$ cat config.mk
export PLATFORM = sky130hd
export DESIGN_NAME = txd_gather
export DESIGN_NICKNAME = d
export VERILOG_FILES = /design/src/rtl/txd_gather.sv
export SDC_FILE = /design/constraint.sdc
export NUM_CORES = 2
export LEC_CHECK = 0
export BUFFER_PORTS_ARGS = -buffer_cell sky130_fd_sc_hd__buf_2
export CAP_MARGIN = 10
export CORE_MARGIN = 2
export CORE_UTILIZATION = 35
export DETAILED_ROUTE_END_ITERATION = 8
export GPL_TIMING_DRIVEN = 0
export PLACE_DENSITY_LB_ADDON = 0.3
export SETUP_SLACK_MARGIN = 0.2
export SLEW_MARGIN = 20
export SYNTH_ARGS = -nofsm -noshare
export SYNTH_HDL_FRONTEND = slang
export SYNTH_SLANG_ARGS = --single-unit
$ cat constraint.sdc
create_clock -name clk -period 14 [get_ports clk]
set_clock_uncertainty 0.1 [all_clocks]
set_input_delay 1.4 -clock clk [delete_from_list [all_inputs] [get_ports clk]]
set_output_delay 1.4 -clock clk [all_outputs]
set_load 0.03 [all_outputs]
$ cat src/rtl/txd_gather.sv
module txd_gather #(
  parameter int NQ       = 16,
  parameter int IW       = 8,
  parameter int MAXBUF   = 20,
  parameter int MAXFRAME = 8192
) (
  input  logic                   clk,
  input  logic                   rst_n,
  input  logic                   base_we,
  input  logic [$clog2(NQ)-1:0]  base_q,
  input  logic [27:0]            base_val,
  input  logic                   wptr_we,
  input  logic [$clog2(NQ)-1:0]  wptr_q,
  input  logic [IW-1:0]          wptr_val,
  input  logic [$clog2(NQ)-1:0]  stat_q,
  output logic [IW-1:0]          stat_rd,
  output logic                   mem_req_valid,
  input  logic                   mem_req_ready,
  output logic [35:0]            mem_req_addr,
  input  logic                   mem_rsp_valid,
  input  logic [31:0]            mem_rsp_data,
  output logic                   out_valid,
  input  logic                   out_ready,
  output logic [7:0]             out_data,
  output logic                   out_last,
  output logic [$clog2(NQ)-1:0]  out_qid,
  output logic                   err_flag
);
  localparam int QW = $clog2(NQ);
  localparam int AW = 36;
  localparam int TW = $clog2(MAXBUF*4095 + 1);
  localparam int FW = $clog2(MAXFRAME + 1);

  typedef enum logic [2:0] {S_IDLE, S_HDR, S_ENT0, S_ENT1, S_BRD, S_EMIT} st_t;

  logic [27:0]   base_r [NQ];
  logic [IW-1:0] rd_r   [NQ];
  logic [IW-1:0] wr_r   [NQ];
  st_t           state;
  logic          wait_rsp, pass, err;
  logic [QW-1:0] cq, rr_last, pick;
  logic          found;
  logic [4:0]    cnt, k;
  logic [31:0]   w0, word;
  logic [TW-1:0] total, tot_n;
  logic [FW-1:0] frem;
  logic [11:0]   brem;
  logic [AW-1:0] baddr, desc_base, ent_addr;
  logic [6:0]    k3;
  logic [5:0]    ent_w;
  logic [31:0]   ent_lo;
  logic [15:0]   ent_hl;
  logic          rsp, beat;

  assign rsp       = wait_rsp & mem_rsp_valid;
  assign beat      = out_valid & out_ready;
  assign desc_base = {base_r[cq], 8'h00} + AW'({rd_r[cq], 7'h00});
  assign k3        = 7'(k) * 7'd3;
  assign ent_w     = 6'(k3 >> 1) + 6'd1;
  assign ent_lo    = k[0] ? {mem_rsp_data[15:0], w0[31:16]} : w0;
  assign ent_hl    = k[0] ? mem_rsp_data[31:16] : mem_rsp_data[15:0];
  assign ent_addr  = {ent_hl[3:0], ent_lo};
  assign tot_n     = total + TW'(ent_hl[15:4]);

  assign stat_rd   = rd_r[stat_q];
  assign out_valid = (state == S_EMIT);
  assign out_data  = word[{baddr[1:0], 3'b000} +: 8];
  assign out_last  = (frem == FW'(1));
  assign out_qid   = cq;
  assign err_flag  = err;
  assign mem_req_valid = !wait_rsp && (state inside {S_HDR, S_ENT0, S_ENT1, S_BRD});

  always_comb begin
    case (state)
      S_ENT0:  mem_req_addr = desc_base + AW'({ent_w, 2'b00});
      S_ENT1:  mem_req_addr = desc_base + AW'({ent_w + 6'd1, 2'b00});
      S_BRD:   mem_req_addr = {baddr[AW-1:2], 2'b00};
      default: mem_req_addr = desc_base;
    endcase
  end

  always_comb begin
    found = 1'b0;
    pick  = '0;
    for (int i = 1; i <= NQ; i++) begin
      int j;
      j = (int'(rr_last) + i) % NQ;
      if (!found && rd_r[j] != wr_r[j]) begin
        found = 1'b1;
        pick  = QW'(j);
      end
    end
  end

  always_ff @(posedge clk) begin
    if (!rst_n) begin
      for (int i = 0; i < NQ; i++) begin
        base_r[i] <= '0;
        rd_r[i]   <= '0;
        wr_r[i]   <= '0;
      end
      state <= S_IDLE; wait_rsp <= 1'b0; pass <= 1'b0; err <= 1'b0;
      cq <= '0; rr_last <= QW'(NQ-1); cnt <= '0; k <= '0;
      w0 <= '0; word <= '0; total <= '0; frem <= '0; brem <= '0; baddr <= '0;
    end else begin
      if (base_we) base_r[base_q] <= base_val;
      if (wptr_we) wr_r[wptr_q] <= wptr_val;
      if (mem_req_valid && mem_req_ready) wait_rsp <= 1'b1;
      else if (rsp) wait_rsp <= 1'b0;
      case (state)
        S_IDLE: if (found) begin
          cq <= pick; rr_last <= pick; state <= S_HDR;
        end
        S_HDR: if (rsp) begin
          cnt <= mem_rsp_data[28:24]; k <= '0; total <= '0; pass <= 1'b0;
          if (mem_rsp_data[28:24] > 5'(MAXBUF)) begin
            err <= 1'b1; rd_r[cq] <= rd_r[cq] + 1'b1; state <= S_IDLE;
          end else if (mem_rsp_data[28:24] == 5'd0) begin
            rd_r[cq] <= rd_r[cq] + 1'b1; state <= S_IDLE;
          end else state <= S_ENT0;
        end
        S_ENT0: if (rsp) begin
          w0 <= mem_rsp_data; state <= S_ENT1;
        end
        S_ENT1: if (rsp) begin
          if (!pass) begin
            total <= tot_n;
            if (k + 5'd1 == cnt) begin
              if (tot_n > TW'(MAXFRAME)) begin
                err <= 1'b1; rd_r[cq] <= rd_r[cq] + 1'b1; state <= S_IDLE;
              end else if (tot_n == '0) begin
                rd_r[cq] <= rd_r[cq] + 1'b1; state <= S_IDLE;
              end else begin
                pass <= 1'b1; k <= '0; frem <= FW'(tot_n); state <= S_ENT0;
              end
            end else begin
              k <= k + 5'd1; state <= S_ENT0;
            end
          end else if (ent_hl[15:4] == 12'd0) begin
            k <= k + 5'd1; state <= S_ENT0;
          end else begin
            baddr <= ent_addr; brem <= ent_hl[15:4]; state <= S_BRD;
          end
        end
        S_BRD: if (rsp) begin
          word <= mem_rsp_data; state <= S_EMIT;
        end
        S_EMIT: if (beat) begin
          frem  <= frem - 1'b1;
          brem  <= brem - 1'b1;
          baddr <= baddr + 1'b1;
          if (frem == FW'(1)) begin
            rd_r[cq] <= rd_r[cq] + 1'b1; state <= S_IDLE;
          end else if (brem == 12'd1) begin
            k <= k + 5'd1; state <= S_ENT0;
          end else if (baddr[1:0] == 2'b11) state <= S_BRD;
        end
        default: state <= S_IDLE;
      endcase
    end
  end

  a_r11_hold_output: assert property (@(posedge clk) disable iff (!rst_n)
    out_valid && !out_ready |=> out_valid && $stable(out_data) && $stable(out_last) && $stable(out_qid));

  a_r12_hold_request: assert property (@(posedge clk) disable iff (!rst_n)
    mem_req_valid && !mem_req_ready |=> mem_req_valid && $stable(mem_req_addr));

  a_r12_word_aligned: assert property (@(posedge clk) disable iff (!rst_n)
    mem_req_valid |-> mem_req_addr[1:0] == 2'b00);

  a_r7_err_sticky: assert property (@(posedge clk) disable iff (!rst_n)
    err_flag |=> err_flag);

  a_r4_last_ends_frame: assert property (@(posedge clk) disable iff (!rst_n)
    out_valid && out_ready && out_last |=> !out_valid);

  a_r12_no_req_while_pending: assert property (@(posedge clk) disable iff (!rst_n)
    mem_req_valid && mem_req_ready |=> !mem_req_valid);
endmodule

==> run summary <==
status - finished clean
hold buffer count at CTS - 0
Total Routing Usage GR - 26.4%
hold crit path type - reg -> reg
# setup viols final - 0
Yosys top cell area share - 41.0%
fin crit period - 12.02 ns
CTS tree - built
Worst Setup Start Kind - flip-flop
CP max-delay cell - a21boi_0
Mapped Cells - 4,359
Layout Nets - 4,762
sequential-to-total area share from yosys stat - 47.8%
antenna violations before repair - 11
ratio of cells with drive above 1 in the final layout - 17.9%
period utilisation layout - 85.8%
WL/cell - 30.6 microns
critical path fanouts, max - 10
# port buffers - 141
reg2reg setup slack - 6.40 ns
DRC Markers - 0
WP data arrival - 10.52 ns
Max-slew headroom - 25.5%
critical path capture point type - output port
Slew Limit Fails - 0
ANT nets after route - 0
Post-CTS Resized - 0
setup_tns - 0 ns
Clock Latency Late Sink - 0.73 ns
post-synth top area cell - edfxtp_1
Fillers - 14,000
Worst R2R Path Depth - 20
Clock Pin Slew Worst Setup and Hold Paths - 0.06 ns
RSZ-0062 raised after global routing - false
DR iter-0 viols - 4,862
Cell Area, Synth - 51,600 sq um
Yosys reg bits - 879
largest net degree at the start of global routing - 19
vias in the first global route - 38,300
core area - 146,000 sq um
overall power - 10.1 mW
DIE WIDTH - 388 microns
CTS Buf Count - 97
CTS Root Cell - clkbuf_16
Worst path most repeated cell - buf_2
GRT overflow - 0
Worst Setup Path Type - reg -> out
routed vias/inst - 6.00
via count - 39,800
r2r endpoint - rd_r[0][2]
die area - 151,000 sq um
final WL - 203,000 microns
Synth area leaders - edfxtp_1, mux4_2, and2_1
ys async rst share - 0%
max cap viols - 0
Pwr per Cell Area - 172 nW/um^2
number of enable flip-flop cells after synthesis - 704
Area Growth Syn to Fin - 13.9%
first-pass GRT wire length - 287,000 microns
count of cell types in the netlist - 94
clock buffer depth - 3
DRT Pass-1 Iters - 6
Max Clock Freq - 83.2 MHz
area of the multi-input gates - 25,600 sq um
Synth warnings - 0
register area - 24,600 sq um
clock sinks - 879
leakage power - 19.7 nW
Max rail drop VDD - 0.252 mV
post-CTS setup buffer count - 0
final hold vios - 0
initial core utilization - 35.3%
Req. time, crit path - 12.50 ns
I/O pins - 147
htree depth - 3
reg2reg start - k[0]
Most used DFF post-synth - edfxtp_1
Die Ht - 388 microns
crit-path max cell delay - 0.72 ns
worst slew pin tran - 1.12 ns
Avg Cell Area, Syn - 11.8 sq um
routability cong. - 1.00
hpwl dp - 155,000 microns
Worst Setup EP - mem_req_addr[32]
row count - 140
metrics by stage:
stage,instances,util (%),setup slack [ns],instance area [sq um],hold WS (ns)
after floorplan,4360,-,5.30,51600,0.332
after global placement,6418,37.4,2.75,54700,0.339
after detailed placement,6445,38.0,2.81,55500,0.348
after CTS,6623,40.2,2.01,58700,0.356
after global routing,6624,40.2,1.48,58800,0.371
final,6626,40.2,1.98,58800,0.353
worst min-delay path by stage:
stage          startpoint  endpoint  slack [ns]  depth (start not counted)
3_5_place_dp       w0[15]    w0[15]        0.35                          2
6_report          word[1]   word[1]        0.35                          2
2_1_floorplan      w0[13]    w0[13]        0.33                          2
4_1_cts            w0[15]    w0[15]        0.36                          2
5_1_grt            w0[15]    w0[15]        0.37                          2
3_3_place_gp        w0[9]     w0[9]        0.34                          2
area by class of cell:
| class | instances | area share [%] |
|---|---|---|
| Multi-Input combinational cell | 3132 | 43.6 |
| Sequential cell | 879 | 41.9 |
| Clock buffer | 124 | 4.48 |
| Inverter | 47 | 0.300 |
| Clock inverter | 54 | 0.990 |
| Antenna cell | 2 | 0.00852 |
| Buffer | 302 | 2.31 |
| Tap cell | 1917 | 4.08 |
| Timing Repair Buffer | 169 | 2.32 |
cell usage after synthesis, types with 79 or more instances:
library cell and n:
xor2_1 108, a21oi_1 205, and2_1 594, clkbuf_1 212, edfxtp_1 704, dfxtp_1 175, nor2_1 354, o21ai_0 158
xnor2_1 160, mux4_2 396, nand2_1 370, nand3_1 79
power by group:
| group | internal [mW] | switching (mW) |
|---|---|---|
| sequential | 2.96 | 0.142 |
| combinational | 1.67 | 2.77 |
| clock | 1.45 | 1.14 |
| total | 6.07 | 4.05 |
sequential cells by signal, summed over array words and instances, names as in the netlist, 5 cells and up, named ones only:
| signal | count |
|---|---|
| base_r | 448 |
| rd_r | 128 |
| wr_r | 128 |
| baddr | 36 |
| w0 | 32 |
| word | 32 |
| total | 17 |
| frem | 14 |
| brem | 12 |
| cnt | 5 |
| k | 5 |
routing by layer:
layer	vias up	global-route usage [%]	wire length, microns
met5	-	0	73
met4	12	8.99	7430
met3	390	5.24	19000
met2	2242	41.8	92600
met1	20300	36.2	83400
li1	16900	-	-
critical path, delay by kind of cell (launching register included):
family	cells	cell delay, ns
adders and majority gates	1	0.37
AOI/OAI and AO/OA	6	1.63
buffers and inverters	10	4.10
xor gates and xnor gates	2	0.44
muxes	2	1.05
and+or+nand+nor	4	1.52
DFF	1	0.64
layout by cell type, fill, tap and decap left out, types with 57 or more instances in the layout:
cell type,netlist,routed
a21oi_1,205,205
nand2_1,370,370
a22oi_1,70,70
buf_2,37,180
nor3_1,68,67
nand3_1,79,79
xor2_1,108,108
mux2i_1,57,57
nor2_1,354,354
clkbuf_1,212,229
o21ai_0,158,122
and2_1,594,594
edfxtp_1,704,704
xnor2_1,160,160
mux4_2,396,396
clkbuf_16,0,98
dfxtp_1,175,175
logic make-up (layout without fill, tap and decap cells):
kind of cell,count (synthesis),in the layout,synth area share [%]
buf+inv,349,696,2.96
mux,460,460,18.5
simple gates,1703,1703,17.1
compound gates,652,652,7.94
xor+xnor,268,268,4.55
flops,879,879,47.8
other cells,1,4,0.00727
fa+ha+maj,47,47,1.18
Note: power is estimated with default switching activity, not from simulation.
